## config.mk

```make
export PLATFORM = sky130hd
export DESIGN_NAME = updown_pwm_timer
export DESIGN_NICKNAME = d
export VERILOG_FILES = /design/src/rtl/tmr_pkg.sv /design/src/rtl/tmr_shadow_reg.sv /design/src/rtl/tmr_regs.sv /design/src/rtl/tmr_counter.sv /design/src/rtl/tmr_compare.sv /design/src/rtl/updown_pwm_timer.sv
export SDC_FILE = /design/constraint.sdc
export NUM_CORES = 1
export LEC_CHECK = 0
export BUFFER_PORTS_ARGS = -buffer_cell sky130_fd_sc_hd__buf_4
export CORE_MARGIN = 3
export CORE_UTILIZATION = 35
export DETAILED_ROUTE_END_ITERATION = 16
export PLACE_DENSITY = 0.6
export SETUP_SLACK_MARGIN = 0.1
export SKIP_CTS_REPAIR_TIMING = 1
export SYNTH_ARGS = -nofsm -noshare
export SYNTH_HDL_FRONTEND = slang
export SYNTH_SLANG_ARGS = --single-unit
export TNS_END_PERCENT = 20
```

## constraint.sdc

```tcl
create_clock -name clk -period 5.7 [get_ports clk]
set_input_delay 0.57 -clock clk [delete_from_list [all_inputs] [get_ports clk]]
set_output_delay 0.57 -clock clk [all_outputs]
set_load 0.02 [all_outputs]
```

## src/rtl/tmr_pkg.sv

```systemverilog
package tmr_pkg;
  typedef enum logic [1:0] {
    ALN_EDGE  = 2'b00,
    ALN_DOWNQ = 2'b01,
    ALN_UPQ   = 2'b10,
    ALN_BOTH  = 2'b11
  } align_e;

  localparam int ADDR_W    = 3;
  localparam int CTRL_BITS = 9;

  localparam logic [ADDR_W-1:0] A_CTRL   = 3'd0;
  localparam logic [ADDR_W-1:0] A_RELOAD = 3'd1;
  localparam logic [ADDR_W-1:0] A_CMP    = 3'd2;
  localparam logic [ADDR_W-1:0] A_COUNT  = 3'd3;
  localparam logic [ADDR_W-1:0] A_FLAGS  = 3'd4;
  localparam logic [ADDR_W-1:0] A_CMD    = 3'd5;

  // Packed MSB first: lock[8:7] pol[6] rpe[5] cpe[4] align[3:2] dir_dn[1] en[0]
  typedef struct packed {
    logic [1:0] lock;
    logic       pol;
    logic       rpe;
    logic       cpe;
    align_e     align;
    logic       dir_dn;
    logic       en;
  } ctrl_t;
endpackage

```

## src/rtl/tmr_shadow_reg.sv

```systemverilog
module tmr_shadow_reg #(
  parameter int           W       = 16,
  parameter logic [W-1:0] RST_VAL = '0
) (
  input  logic         clk,
  input  logic         rst_n,
  input  logic         wr,
  input  logic [W-1:0] wdata,
  input  logic         pre_en,
  input  logic         load,
  output logic [W-1:0] shadow,
  output logic [W-1:0] active
);
  always_ff @(posedge clk or negedge rst_n) begin
    if (!rst_n) begin
      shadow <= RST_VAL;
      active <= RST_VAL;
    end else begin
      if (wr) shadow <= wdata;
      if (wr && !pre_en) active <= wdata;
      else if (load && pre_en) active <= shadow;
    end
  end
endmodule

```

## src/rtl/tmr_regs.sv

```systemverilog
module tmr_regs
  import tmr_pkg::*;
#(
  parameter int CNT_W = 16
) (
  input  logic              clk,
  input  logic              rst_n,
  input  logic              we,
  input  logic [ADDR_W-1:0] addr,
  input  logic [CNT_W-1:0]  wdata,
  input  logic              upd_evt,
  output ctrl_t             ctrl,
  output logic [CNT_W-1:0]  arr_sh,
  output logic [CNT_W-1:0]  arr_act,
  output logic [CNT_W-1:0]  cmp_sh,
  output logic [CNT_W-1:0]  cmp_act,
  output logic              cnt_clr,
  output logic [1:0]        flag_clr
);
  localparam logic [CNT_W-1:0] ARR_RST = '1;
  localparam logic [CNT_W-1:0] CMP_RST = '0;

  logic  wr_ctrl, wr_arr, wr_cmp;
  ctrl_t ctrl_req, ctrl_nx;

  assign wr_ctrl  = we && (addr == A_CTRL);
  assign wr_arr   = we && (addr == A_RELOAD);
  assign wr_cmp   = we && (addr == A_CMP);
  assign cnt_clr  = we && (addr == A_CMD) && wdata[0];
  assign flag_clr = (we && (addr == A_FLAGS)) ? wdata[1:0] : 2'b00;
  assign ctrl_req = ctrl_t'(wdata[CTRL_BITS-1:0]);

  always_comb begin
    ctrl_nx = ctrl_req;
    if (ctrl.en) ctrl_nx.align = ctrl.align;
    if (ctrl.lock == 2'd3) begin
      ctrl_nx.cpe  = ctrl.cpe;
      ctrl_nx.rpe  = ctrl.rpe;
      ctrl_nx.lock = ctrl.lock;
    end
  end

  always_ff @(posedge clk or negedge rst_n) begin
    if (!rst_n) ctrl <= '0;
    else if (wr_ctrl) ctrl <= ctrl_nx;
  end

  tmr_shadow_reg #(.W(CNT_W), .RST_VAL(ARR_RST)) i_arr (
    .clk(clk), .rst_n(rst_n), .wr(wr_arr), .wdata(wdata),
    .pre_en(ctrl.rpe), .load(upd_evt), .shadow(arr_sh), .active(arr_act)
  );

  tmr_shadow_reg #(.W(CNT_W), .RST_VAL(CMP_RST)) i_cmp (
    .clk(clk), .rst_n(rst_n), .wr(wr_cmp), .wdata(wdata),
    .pre_en(ctrl.cpe), .load(upd_evt), .shadow(cmp_sh), .active(cmp_act)
  );

  logic unused_wdata;
  assign unused_wdata = ^wdata[CNT_W-1:CTRL_BITS];
endmodule

```

## src/rtl/tmr_counter.sv

```systemverilog
module tmr_counter
  import tmr_pkg::*;
#(
  parameter int CNT_W = 16
) (
  input  logic             clk,
  input  logic             rst_n,
  input  logic             run,
  input  logic             clr,
  input  logic             dir_dn,
  input  align_e           align,
  input  logic [CNT_W-1:0] top,
  output logic [CNT_W-1:0] cnt,
  output logic             phase_dn,
  output logic             upd_evt
);
  localparam logic [CNT_W-1:0] ZERO = '0;
  localparam logic [CNT_W-1:0] ONE  = {{(CNT_W-1){1'b0}}, 1'b1};

  logic [CNT_W-1:0] cnt_nx;
  logic             dn_nx;
  logic             at_top, at_bot;

  assign at_top = (cnt >= top);
  assign at_bot = (cnt == ZERO);

  always_comb begin
    cnt_nx  = cnt;
    dn_nx   = phase_dn;
    upd_evt = 1'b0;
    if (clr) begin
      cnt_nx = ZERO;
      dn_nx  = 1'b0;
    end else if (run) begin
      if (align == ALN_EDGE) begin
        if (!dir_dn) begin
          if (at_top) begin
            cnt_nx  = ZERO;
            upd_evt = 1'b1;
          end else begin
            cnt_nx = cnt + ONE;
          end
        end else begin
          if (at_bot) begin
            cnt_nx  = top;
            upd_evt = 1'b1;
          end else begin
            cnt_nx = cnt - ONE;
          end
        end
      end else if (!phase_dn) begin
        if (at_top) begin
          upd_evt = 1'b1;
          if (top != ZERO) begin
            cnt_nx = cnt - ONE;
            dn_nx  = 1'b1;
          end
        end else begin
          cnt_nx = cnt + ONE;
        end
      end else begin
        if (at_bot) begin
          upd_evt = 1'b1;
          dn_nx   = 1'b0;
          cnt_nx  = (top == ZERO) ? ZERO : ONE;
        end else begin
          cnt_nx = cnt - ONE;
        end
      end
    end
  end

  always_ff @(posedge clk or negedge rst_n) begin
    if (!rst_n) begin
      cnt      <= ZERO;
      phase_dn <= 1'b0;
    end else begin
      cnt      <= cnt_nx;
      phase_dn <= dn_nx;
    end
  end
endmodule

```

## src/rtl/tmr_compare.sv

```systemverilog
module tmr_compare
  import tmr_pkg::*;
#(
  parameter int CNT_W = 16
) (
  input  logic             clk,
  input  logic             rst_n,
  input  logic             run,
  input  logic [CNT_W-1:0] cnt,
  input  logic [CNT_W-1:0] cmp,
  input  logic             phase_dn,
  input  align_e           align,
  input  logic             pol,
  input  logic             upd_evt,
  input  logic [1:0]       flag_clr,
  output logic             pwm_out,
  output logic             upd_flag,
  output logic             cmp_flag
);
  logic dir_ok, hit;

  always_comb begin
    unique case (align)
      ALN_DOWNQ: dir_ok = phase_dn;
      ALN_UPQ:   dir_ok = !phase_dn;
      default:   dir_ok = 1'b1;
    endcase
  end

  assign hit     = run && (cnt == cmp) && dir_ok;
  assign pwm_out = (cnt < cmp) ^ pol;

  always_ff @(posedge clk or negedge rst_n) begin
    if (!rst_n) begin
      upd_flag <= 1'b0;
      cmp_flag <= 1'b0;
    end else begin
      upd_flag <= upd_evt || (upd_flag && !flag_clr[0]);
      cmp_flag <= hit || (cmp_flag && !flag_clr[1]);
    end
  end
endmodule

```

## src/rtl/updown_pwm_timer.sv

```systemverilog
module updown_pwm_timer
  import tmr_pkg::*;
#(
  parameter int CNT_W = 16
) (
  input  logic              clk,
  input  logic              rst_n,
  input  logic              reg_we,
  input  logic [ADDR_W-1:0] reg_addr,
  input  logic [CNT_W-1:0]  reg_wdata,
  output logic [CNT_W-1:0]  reg_rdata,
  output logic              pwm_out,
  output logic              upd_flag,
  output logic              cmp_flag
);
  localparam int CTRL_PAD = CNT_W - CTRL_BITS;

  ctrl_t            ctrl;
  logic [CNT_W-1:0] arr_sh, arr_act, cmp_sh, cmp_act, cnt;
  logic             cnt_clr, upd_evt, phase_dn, run;
  logic [1:0]       flag_clr;

  assign run = ctrl.en && !cnt_clr;

  tmr_regs #(.CNT_W(CNT_W)) i_regs (
    .clk(clk), .rst_n(rst_n), .we(reg_we), .addr(reg_addr), .wdata(reg_wdata),
    .upd_evt(upd_evt), .ctrl(ctrl), .arr_sh(arr_sh), .arr_act(arr_act),
    .cmp_sh(cmp_sh), .cmp_act(cmp_act), .cnt_clr(cnt_clr), .flag_clr(flag_clr)
  );

  tmr_counter #(.CNT_W(CNT_W)) i_cnt (
    .clk(clk), .rst_n(rst_n), .run(ctrl.en), .clr(cnt_clr), .dir_dn(ctrl.dir_dn),
    .align(ctrl.align), .top(arr_act), .cnt(cnt), .phase_dn(phase_dn), .upd_evt(upd_evt)
  );

  tmr_compare #(.CNT_W(CNT_W)) i_cmp (
    .clk(clk), .rst_n(rst_n), .run(run), .cnt(cnt), .cmp(cmp_act),
    .phase_dn(phase_dn), .align(ctrl.align), .pol(ctrl.pol), .upd_evt(upd_evt),
    .flag_clr(flag_clr), .pwm_out(pwm_out), .upd_flag(upd_flag), .cmp_flag(cmp_flag)
  );

  always_comb begin
    unique case (reg_addr)
      A_CTRL:   reg_rdata = {{CTRL_PAD{1'b0}}, ctrl};
      A_RELOAD: reg_rdata = arr_sh;
      A_CMP:    reg_rdata = cmp_sh;
      A_COUNT:  reg_rdata = cnt;
      A_FLAGS:  reg_rdata = {{(CNT_W-2){1'b0}}, cmp_flag, upd_flag};
      default:  reg_rdata = '0;
    endcase
  end
endmodule

```

# After elaboration in Yosys (flattened, before gate mapping)
# Index checks and enable logic that the tools add are counted.
# word_totals
elab_cells	100
out_inout_bits	19
in_bits	22
regBits	92
# classes
addsub	2
bitwise	3
n_reduce_logical	35
mux	32
eq_ne	11
order_cmp	2
# op_table
operator	count
$mux W16	14
$pmux W16 S5	1
$logic_not A16 Y1	2
$add A16 B1 Y16 const B	1
$eq A16 B16 Y1	1
$ge A16 B16 Y1	1
$lt A16 B16 Y1	1
$reduce_bool A16 Y1	1
$sub A16 B1 Y16 const B	1
$logic_and A1 B1 Y1	15
$mux W1	15
$reduce_and A2 Y1	4
$eq A3 B2 Y1 const B	2
$eq A3 B3 Y1 const B	2
$logic_not A1 Y1	6
$reduce_bool A2 Y1	3
$ne A5 B4 Y1 const B	1
$eq A2 B2 Y1 const B	2
$eq A3 B1 Y1 const B	1
$logic_not A3 Y1	1
$eq A2 B1 Y1 const B	1
$logic_not A2 Y1	1
$logic_or A1 B1 Y1	2
$mux W2	1
other kinds (4)	5

# Longest topological paths before layout
# logic_depth
word_depth	9
mapped_depth	12
ltp_nobuf	9

# By module
# From an unflattened synthesis, not the netlist that was laid out.
# hier_totals
hier_cells	740
area_unflattened_um2	7297.0
# by_module_without_submodules
mod	area_each_um2	seq_area_each_um2	n_inst	cells_each
tmr_counter	2560.0	425.4	1	366
tmr_shadow_reg (i_regs.i_arr)	1652.8	840.8	1	104
tmr_shadow_reg (i_regs.i_cmp)	1612.8	800.8	1	104
tmr_compare	528.0	50.0	1	67
updown_pwm_timer	494.2	0.0	1	55
tmr_regs	449.2	225.2	1	44

# Worst setup path after synthesis
# OpenSTA, ideal clock, no wires.
# synth_timing
path_type	flip-flop to flip-flop
startpoint	register i_cnt.cnt[0]
endpoint	register i_cnt.cnt[5]
period_less_slack_ns	2.949
slack_ns	2.751
path_buffers	3
setup_time_ns	0.134
stages_incl_launch_ff	13
arrival_time_ns	2.815
required_ns	5.566
path_cell_list	dfrtp_1 -> clkbuf_1 -> inv_1 -> ha_1 -> nand2b_1 -> a2111o_1 -> a32oi_1 -> and2_1 -> buf_2 -> buf_2 -> mux2i_1 -> mux2i_1 -> a22oi_1
# synth_between
elab_chain_len	7
word_cells_on_any_way	16
cone_classes	2 x add/sub; 1 x order compare; 1 x eq/ne; 10 x mux; 2 x reduce/logical
# synth_lines
item	line_no	rtl
start: declaration	tmr_counter.sv:13	output logic [CNT_W-1:0] cnt,
start signal: assignment	tmr_counter.sv:78	cnt <= cnt_nx;
$sub A16 B1 Y16	tmr_counter.sv:48, tmr_counter.sv:55, tmr_counter.sv:67	
$mux W16	tmr_counter.sv:54	if (top != ZERO) begin
$mux W16	tmr_counter.sv:52	if (at_top) begin
$mux W16	tmr_counter.sv:51	end else if (!phase_dn) begin
$mux W16	tmr_counter.sv:35	if (align == ALN_EDGE) begin
$mux W16	tmr_counter.sv:34	end else if (run) begin
$mux W16	tmr_counter.sv:31	if (clr) begin
# Parallel ways exist; a longest one is shown, timed or not. The select of a mux whose other input is x is not followed.
# A chain may end at the register's enable or synchronous reset.

# Final worst setup path
# layout_timing
startpoint	register i_cnt.cnt[9]
endpoint	register i_regs.i_cmp.active[0]
# layout_between
elab_chain_len	8
word_cells_on_any_way	11
cone_classes	1 x order compare; 7 x mux; 3 x reduce/logical
# layout_lines
item	line_no	rtl
$ge A16 B16 Y1 or $logic_not A16 Y1 (tied branches)	tmr_counter.sv:24, tmr_counter.sv:25	
$mux W1 (on tied branches)	n/a	
$mux W1 (on tied branches)	tmr_counter.sv:51, tmr_counter.sv:36	
$mux W1 *	tmr_counter.sv:35	
$mux W1 *	tmr_counter.sv:34	
$mux W1 *	tmr_counter.sv:31	
$logic_and A1 B1 Y1 *	tmr_shadow_reg.sv:21	else if (load && pre_en) active <= shadow;
$reduce_bool A2 Y1 (no line) *	n/a	
end signal: assignment	tmr_shadow_reg.sv:20	if (wr && !pre_en) active <= wdata;
end signal: assignment	tmr_shadow_reg.sv:21	
end: declaration	tmr_shadow_reg.sv:12	output logic [W-1:0] active
# Every way passes the cells marked *; elsewhere a longest branch is shown, timed or not.

==> reports/qor.csv <==
stage,metric,value,unit
routing,dr_total_vias,5871,
floorplan,core,0.0184,mm²
yosys,synth_edf_count,0,
finish,final-seq-area,0.00234,mm²
setup_path,crit_chain,ha_1 > a21oi_1 > o21ai_0 > a221oi_1 > and2_1 > a2111oi_4 > or2_1 > o221a_2,
global_route,grt_max_degree,78,
yosys,syn_nets,811,
cts,root_buffer,clkbuf_16,
sta,tns,0,ns
sta,slew_headroom,0.322,
sta,final_max_slew_viol_count,0,
floorplan,ios,41,
routing,drtAntennaViolNets,0,
yosys,async_flop_share,1.00,
global_route,grt-ovfl-total,0,
yosys,synth_top_area_cell,dfrtp_1,
yosys,syn_area,0.00671,mm²
sta,min_period,3.92,ns
global_route,grt_first_pass_wirelength,32400,µm
setup_path,endpoint_kind,flop,
setup_path,slowest_delay,0.78,ns
finish,layout-drive-gt1-share,0.193,
setup_path,required,5.95,ns
setup_path,start_kind,flop,
finish,n_antenna_cell,0,
finish,multi_input_area,0.00393,mm²
power_and_ir_drop,p_leak,0.00311,µW
sta,worstMarginPinSlew,1.02,ns
yosys,ys_seq_elements,92,
cts,clk_latency,0.36,ns
yosys,synth_cells,751,
placement,dp_slack,1.85,ns
power_and_ir_drop,power_density,518,mW/mm²
sta,finalCritPeriodShare,0.687,
global_route,antenna_found_initial,0,
cts,clkSinkCount,92,
finish,layout.cells.non_filler,989,
global_route,grt_use_total,0.200,
setup_path,path_class,reg2reg,
yosys,ys_top_cells_by_area,"dfrtp_1, dfstp_2, ha_1",
yosys,yosysWarningCount,0,
cts,numCtsBuffers,9,
power_and_ir_drop,vdd_drop_max,0.237,mV
floorplan,die-area,0.0209,mm²
global_route,grt_pass1_vias,5560,
floorplan,start_util,0.365,
cts,cts_buffer_depth,2,
placement,hpwl,14200,µm
cts,clkSlewWorstSetupHoldPaths,0.08,ns
placement,place.gp.congestion,0.863,
routing,drtIter0Drc,483,
setup_path,cp_max_fo,15,
routing,wl_per_cell,20.7,µm
run_status,outcome,completed,
flow_run,cap_viol_max_count,0,
placement,io_buffers,40,
finish,fill_cells,1847,
sta,hold_viol,0,
finish,syn_to_final_growth,10.6,%
sta,rsz0062_at_grt,no,
setup_path,arrival,4.17,ns
cts,cts_tree,yes,
sta,max_clock_freq,255,MHz
routing,drtPass1Iterations,8,
yosys,yosys-top-cells-count,"nand2_1, dfrtp_1, nor2_1, inv_1, clkbuf_1",
sta,worst_slack,1.78,ns
power_and_ir_drop,p_total,3840,µW
yosys,synth-seq-area-share,0.349,
yosys,yosysMostFrequentCell,nand2_1,
yosys,synth_cell_types,69,
cts,htree_levels,3,
worst_hold_path,hold_path.class,in2async,
yosys,yosys.area.top_type_share,0.224,
placement,placedCellCount,973,
floorplan,dieHeight,144,µm
setup_path,crit_slowest_cell,and2_1,
yosys,ys.flop_type,dfrtp_1,
sta,final-setup-viol-count,0,
sta,skew,0.0113,ns
routing,wirelength,20400,µm
floorplan,die_w,144,µm
floorplan,fp-row-count,49,
routing,via_per_inst,5.94,
routing,drc,0,
finish,nets,815,
yosys,synth.avg_cell_area,8.93,µm²
==> cell type report <==
type | count | area share
multi-input cells | 555 | 0.530
clock inverters | 6 | 0.00809
repair buffers | 52 | 0.0526
flip-flops and latches | 92 | 0.316
well taps | 229 | 0.0386
inverters | 45 | 0.0228
clock buffers | 10 | 0.0322
==> per-stage QoR <==
step	hold WS, ns	area (µm²)	utilization
finish	0.0635	7420	0.403
global route	0.0782	7420	0.403
CTS	0.0706	7420	0.403
detailed placement	0.457	7120	0.387
global placement	0.455	7120	0.387
floorplan	0.274	6710	-
==> cells by family (layout without fill, tap and decap cells) <==
logic type                 after synthesis  count (layout)  synth area share
adders and majority gates               38              38            0.0709
buffers and inverters                  104             113            0.0651
and+or+nand+nor                        258             258             0.185
muxes                                   45              45            0.0856
xor gates and xnor gates                28              28            0.0377
AOI/OAI and AO/OA                      186             186             0.207
DFF                                     92              92             0.349
==> layout by cell type (no fill, tap or decap), types with 5 or more instances in the layout <==
master     netlist  routed
o21ai_0         34      34
nor4_1          12      12
nor2_1          52      52
mux2i_1         12      12
a211oi_1         7       7
clkbuf_16        0       9
o21ai_1          8       8
a22oi_1         13      13
nand2_1         99      99
xnor2_1         22      22
mux2_2          25      25
mux4_2           7       7
o22ai_1          5       5
nand3_1         10      10
xor2_1           5       5
a32o_1          11      11
nor2b_1         14      14
o211ai_1        17      17
and3_1           5       5
a221o_1         17      17
or3_1            5       5
o311ai_0         6       6
dfstp_2         32      32
buf_4            1      52
nor3_1          24      23
inv_1           45      45
a221oi_1         5       5
a21oi_1         27      27
ha_1            38      38
dfrtp_1         60      60
nand4_1         14      14
==> worst max-delay path: cells and delay by family, from the launching register on <==
family	cells	cell delay [ns]
adders and majority gates	1	0.34
and+or+nand+nor	2	1.24
AOI/OAI and AO/OA	5	1.61
DFF	1	0.62
==> layer usage <==
layer | up-vias | GRT usage | share of wire
li1 | 2755 | - | -
met5 | - | 0 | 0
met4 | 0 | 0.0565 | 0.013
met1 | 2911 | 0.291 | 0.46
met3 | 19 | 0.0215 | 0.055
met2 | 186 | 0.316 | 0.47
==> sequential cells by signal, summed over array words and instances (netlist names) <==
| register | cells |
|---|---|
| i_cmp.upd_flag | 1 |
| i_cmp.cmp_flag | 1 |
| i_regs.i_arr.active | 16 |
| i_regs.i_cmp.active | 16 |
| i_regs.i_arr.shadow | 16 |
| i_regs.i_cmp.shadow | 16 |
| i_cnt.phase_dn | 1 |
| i_regs.ctrl | 9 |
| i_cnt.cnt | 16 |
==> where the power goes <==
group | total (µW) | switching (µW) | leakage, µW | internal (µW)
Clock | 633 | 311 | 0.000149 | 322
Combinational | 1960 | 1140 | 0.00189 | 817
Sequential | 1250 | 319 | 0.00107 | 936
==> worst paths after layout <==
kind | from | endpoint | slack (ns) | depth (start not counted)
min in group clk | reg_wdata[14] | i_regs.i_cmp.shadow[14] | 0.44 | 3
setup reg to reg | i_cnt.cnt[9] | i_regs.i_cmp.active[0] | 1.78 | 8
max in group asynchronous | rst_n | i_regs.i_cmp.active[2] | 4.36 | 2
hold / removal | rst_n | i_cnt.cnt[12] | 0.06 | 1
hold reg to reg | i_regs.i_cmp.shadow[5] | i_regs.i_cmp.shadow[5] | 0.51 | 2
setup / recovery | i_cnt.cnt[9] | i_regs.i_cmp.active[0] | 1.78 | 8
(Power assumes the default switching activity.)
